<file path="src/rtl/mc_pkg.sv">
package mc_pkg;

    localparam int N_GCLK = 4;
    localparam int CSEL_W = $clog2(N_GCLK + 1);
    localparam logic [CSEL_W-1:0] CSEL_PT = CSEL_W'(N_GCLK);

    typedef enum logic [1:0] {
        CE_ALWAYS = 2'd0,
        CE_GLOBAL = 2'd1,
        CE_PTERM  = 2'd2,
        CE_BOTH   = 2'd3
    } ce_src_e;

    // Field order fixes the bit positions of the configuration word (LSB last).
    typedef struct packed {
        logic              out_comb;   // 13
        logic [1:0]        set_src;    // 12:11  bit0 global, bit1 product term
        logic [1:0]        rst_src;    // 10:9   bit0 global, bit1 product term
        ce_src_e           ce_src;     // 8:7
        logic              clk_inv;    // 6
        logic [CSEL_W-1:0] clk_sel;    // 5:3
        logic              latch;      // 2
        logic              inv;        // 1
        logic              din_io;     // 0
    } mc_cfg_t;

    localparam int CFG_W = $bits(mc_cfg_t);

    function automatic logic src_hit(input logic [1:0] en, input logic g, input logic pt);
        return (en[0] & g) | (en[1] & pt);
    endfunction

    function automatic logic ce_ok(input ce_src_e s, input logic g, input logic pt);
        case (s)
            CE_ALWAYS: return 1'b1;
            CE_GLOBAL: return g;
            CE_PTERM:  return pt;
            default:   return g & pt;
        endcase
    endfunction

endpackage

</file>
<file path="src/rtl/mc_cfg_reg.sv">
module mc_cfg_reg
    import mc_pkg::*;
(
    input  logic             clk,
    input  logic             rst,
    input  logic             we,
    input  logic [CFG_W-1:0] wdata,
    output mc_cfg_t          cfg_o
);
    always_ff @(posedge clk) begin
        if (rst)
            cfg_o <= '0;
        else if (we)
            cfg_o <= mc_cfg_t'(wdata);
    end
endmodule

</file>
<file path="src/rtl/mc_clk_ctl.sv">
module mc_clk_ctl
    import mc_pkg::*;
(
    input  logic              clk,
    input  logic              rst,
    input  mc_cfg_t           cfg,
    input  logic [N_GCLK-1:0] gclk,
    input  logic              pt_clk,
    input  logic              gce,
    input  logic              pt_ce,
    output logic              open_o,
    output logic              fire_o
);
    logic [N_GCLK:0] src_vec;
    logic            lvl;
    logic            lvl_pol;
    logic            lvl_prev;
    logic            en;

    always_comb begin
        src_vec = {pt_clk, gclk};
        if (cfg.clk_sel <= CSEL_PT)
            lvl = src_vec[cfg.clk_sel];
        else
            lvl = 1'b0;
        lvl_pol = lvl ^ cfg.clk_inv;
        en      = ce_ok(cfg.ce_src, gce, pt_ce);
    end

    // Start high so a clock already high at reset release is not an edge.
    always_ff @(posedge clk) begin
        if (rst)
            lvl_prev <= 1'b1;
        else
            lvl_prev <= lvl_pol;
    end

    assign open_o = lvl_pol & en;
    assign fire_o = lvl_pol & ~lvl_prev & en;
endmodule

</file>
<file path="src/rtl/mc_store.sv">
module mc_store (
    input  logic clk,
    input  logic rst,
    input  logic d,
    input  logic latch,
    input  logic open_i,
    input  logic fire_i,
    input  logic clr_i,
    input  logic set_i,
    output logic q_o
);
    logic q_state;
    logic load;

    assign load = latch ? open_i : fire_i;

    always_ff @(posedge clk) begin
        if (rst)
            q_state <= 1'b0;
        else if (clr_i)
            q_state <= 1'b0;
        else if (set_i)
            q_state <= 1'b1;
        else if (load)
            q_state <= d;
    end

    always_comb begin
        if (clr_i)
            q_o = 1'b0;
        else if (set_i)
            q_o = 1'b1;
        else if (latch && open_i)
            q_o = d;
        else
            q_o = q_state;
    end
endmodule

</file>
<file path="src/rtl/pld_macrocell.sv">
module pld_macrocell
    import mc_pkg::*;
(
    input  logic              clk,
    input  logic              rst,
    input  logic              cfg_we,
    input  logic [CFG_W-1:0]  cfg_wdata,
    input  logic              sop_in,
    input  logic              io_in,
    input  logic [N_GCLK-1:0] gclk,
    input  logic              pt_clk,
    input  logic              gce,
    input  logic              pt_ce,
    input  logic              g_rst,
    input  logic              pt_rst,
    input  logic              g_set,
    input  logic              pt_set,
    output logic              comb_out,
    output logic              reg_out
);
    mc_cfg_t cfg_q;
    logic    d_sel;
    logic    d_pol;
    logic    open_w;
    logic    fire_w;
    logic    clr_w;
    logic    set_w;
    logic    q_w;

    mc_cfg_reg u_cfg (
        .clk   (clk),
        .rst   (rst),
        .we    (cfg_we),
        .wdata (cfg_wdata),
        .cfg_o (cfg_q)
    );

    mc_clk_ctl u_clk (
        .clk    (clk),
        .rst    (rst),
        .cfg    (cfg_q),
        .gclk   (gclk),
        .pt_clk (pt_clk),
        .gce    (gce),
        .pt_ce  (pt_ce),
        .open_o (open_w),
        .fire_o (fire_w)
    );

    always_comb begin
        d_sel = cfg_q.din_io ? io_in : sop_in;
        d_pol = d_sel ^ cfg_q.inv;
        clr_w = src_hit(cfg_q.rst_src, g_rst, pt_rst);
        set_w = src_hit(cfg_q.set_src, g_set, pt_set);
    end

    mc_store u_store (
        .clk    (clk),
        .rst    (rst),
        .d      (d_pol),
        .latch  (cfg_q.latch),
        .open_i (open_w),
        .fire_i (fire_w),
        .clr_i  (clr_w),
        .set_i  (set_w),
        .q_o    (q_w)
    );

    assign comb_out = d_pol;
    assign reg_out  = cfg_q.out_comb ? d_pol : q_w;
endmodule

</file>
<file path="config.mk">
export PLATFORM = sky130hd
export DESIGN_NAME = pld_macrocell
export DESIGN_NICKNAME = d
export VERILOG_FILES = /design/src/rtl/mc_pkg.sv /design/src/rtl/mc_cfg_reg.sv /design/src/rtl/mc_clk_ctl.sv /design/src/rtl/mc_store.sv /design/src/rtl/pld_macrocell.sv
export SDC_FILE = /design/constraint.sdc
export NUM_CORES = 1
export LEC_CHECK = 0
export ABC_AREA = 1
export BUFFER_PORTS_ARGS = -buffer_cell sky130_fd_sc_hd__buf_2
export CAP_MARGIN = 20
export CORE_ASPECT_RATIO = 1.25
export CORE_MARGIN = 1
export CORE_UTILIZATION = 41
export DETAILED_ROUTE_END_ITERATION = 10
export PLACE_DENSITY = 0.68
export SYNTH_ARGS = -nofsm -noshare
export SYNTH_HDL_FRONTEND = slang
export SYNTH_HIERARCHICAL = 1
export SYNTH_SLANG_ARGS = --single-unit
</file>
<file path="constraint.sdc">
create_clock -name clk -period 3.2 [get_ports clk]
set_clock_uncertainty 0.05 [all_clocks]
set_input_delay 0.64 -clock clk [delete_from_list [all_inputs] [get_ports clk]]
set_output_delay 0.64 -clock clk [all_outputs]
set_load 0.05 [all_outputs]
</file>
==> impl_metrics.yaml <==
status:
  status: "finished, final reports clean"
synthesis:
  ys.warnings.count: 6
  synth.top_cell.area_share_pct: 33.7
  synth_area_leaders: "dfxtp_1, nand2_1, inv_1, nor2_1, nand3_2"
  synthArstFlopShare_pct: 0
  syn_inst: 153
  synth_nets: 183
  synth_ff_type: "dfxtp_1"
  synth_largest_area_cell: "dfxtp_1"
  synthTopCellsByCount: "nand2_1, inv_1, nor2_1"
  synth.most_common_cell: "nand2_1"
  syn_area_per_cell_um2: 6.22
  synth_area_um2: 951
  synth_edf_count: 0
  synth_cell_types: 21
  ys_seq_elements: 16
  yosysSeqAreaShare_pct: 33.7
worst_setup_path:
  crit_cells: 16
  slowest_delay_ps: 250
  slowest_stage: "buf_2"
  r2r-start: "u_cfg/cfg_o[3]"
  worst_ep_arrival_time_ps: 1890
  cp-start-kind: "input pin"
  r2r_slack_ps: 1840
  cp-end-kind: "output port"
  path_class: "in -> out"
  critPathTopFamily: "simple AND/OR/NAND/NOR gates"
  cp_max_fo: 4
  worst-endpoint-required_ps: 2510
  r2r_end: "u_store/q_state"
  cp_common_cell: "nand2_1"
  crit_chain: "buf_2, clkinv_1, nand2_2, nand3_2, nand2_1, nand2_1, nand3_2, nand3_2, inv_1, nand2_2, o21ai_1, o21bai_1, inv_1, nand2_1, nand2_1, buf_2"
  crit_buf_inv: 5
  rr_worst_depth: 12
route:
  drtIter0Drc: 4
  ant_nets: 0
  num_vias: 927
  drc: 0
  finalWirelength_mm: 1.63
  vias_per_cell: 4.33
  drt_pass1_iterations: 5
  wire_per_inst_um: 7.60
worst_hold_path:
  min_path_type: "reg -> reg"
  hold_depth: 2
  hold-path-endpoint: "u_cfg/cfg_o[7]"
  holdCritStartpoint: "u_cfg/cfg_o[7]"
cts:
  cts_max_level: 1
  cts_tree: "done"
  cts_resized: 0
  clock_sinks: 16
  cts_hold_buf: 0
  cts_buffers: 3
  clk_latency_ps: 270
  cts.path.max_buffers: 2
  path_clk_slew_ps: 90
  post_cts_buffers: 0
  cts_root_buf: "clkbuf_4"
timing:
  fin_crit_sh_pct: 80.8
  slew_headroom_pct: 70.5
  final.setup.worst_slack_ps: 615
  setup_violations: 0
  timing.final.hold_violations: 0
  period_needed_ps: 2580
  fmax_mhz: 387
  tightest_slew_ps: 443
  tns_ps: 0
  rsz0062_at_grt: "false"
  slew_viol_final: 0
die:
  dieArea_um2: 2520
  start_util_pct: 43.5
  die_x_um: 45.1
  core_um2: 2190
  rows: 19
  die_y_um: 55.8
  io_pins: 32
place:
  routabilityCongestion: 0.712
  port-buffer-count: 31
  dp_hpwl_mm: 1.32
  post-place-ws_ps: 597
layout:
  area_growth_pct: 18.4
  diodes: 0
  drive_gt1_share_pct: 26.2
  nNetsFinal: 215
run:
  cap_violations: 0
grt:
  grt_pass1_vias: 790
  grt_max_degree: 29
  antenna_found_initial: 0
  grtUsageTotal_pct: 15.4
  grt_remaining_overflow: 0
  grt_pass1_wl_mm: 2.98
power:
  p_per_area_nw_per_um2: 389
  ir_drop_v: 0.000236
  p_leak_nw: 0.664
area by class of cell:
class	instances	area [um2]
sequential	16	320
multi-input combinational	97	454
inverter	36	135
timing repair buffer	31	155
clock buffer	3	22.5
tap	31	38.8
fill	252	1060
cell usage in the layout, fill, tap and decap left out, types with 2 or more instances in the layout:
cell,count
inv_2,3
clkinv_1,2
dfxtp_1,16
nand2_2,3
clkbuf_4,3
nand3_2,7
nand3_1,5
a22o_1,2
buf_2,31
nand2_1,43
inv_1,31
nor2_1,28
logic make-up (layout without fill, tap and decap cells):
family          after synthesis  count (layout)  share of synthesized area (%)
buf+inv                      40              70                           18.6
simple gates                 90              90                           42.6
compound gates                7               7                           5.13
flops                        16              16                           33.7
stage by stage:
stage | hold WS, ps | power [mW] | cells | util [%] | area [um2]
floorplan | 399 | 0.315 | 153 | - | 951
global placement | 410 | 0.340 | 211 | 50.5 | 1100
detailed placement | 413 | 0.344 | 211 | 50.5 | 1100
CTS | 425 | 0.444 | 214 | 51.5 | 1130
global route | 452 | 0.470 | 214 | 51.5 | 1130
finish | 422 | 0.438 | 214 | 51.5 | 1130
sequential cells by signal, indices dropped and copies added (netlist names):
name,cells
u_cfg/cfg_o,14
u_store/q_state,1
u_clk/lvl_prev,1
worst max path at each step:
stage             from      end  slack [ps]
2_1_floorplan    io_in  reg_out         550
3_3_place_gp   gclk[0]  reg_out         640
3_5_place_dp   gclk[3]  reg_out         600
4_1_cts        gclk[0]  reg_out         590
5_1_grt        gclk[1]  reg_out         410
6_report       gclk[0]  reg_out         620
where the power goes:
part | switching, mW | total, mW | leakage [nW] | internal, mW
Combinational | 0.0661 | 0.112 | 0.517 | 0.0464
Clock | 0.0574 | 0.101 | 0.0138 | 0.0435
Sequential | 0.0108 | 0.225 | 0.133 | 0.214
layer usage:
| layer | share of wire (%) | vias up | global-route usage, % |
|---|---|---|---|
| met1 | 48 | 402 | 20.1 |
| met4 | 0.86 | 0 | 6.49 |
| met5 | 0 | - | 0 |
| met2 | 48 | 14 | 24.6 |
| met3 | 2.8 | 2 | 1.95 |
| li1 | - | 509 | - |
worst min-delay path, delay by kind of cell (launching register included):
kind             cells  cell delay (ps)
and+or+nand+nor      2              130
DFF                  1              320
Power figures use the tool's default switching activity.
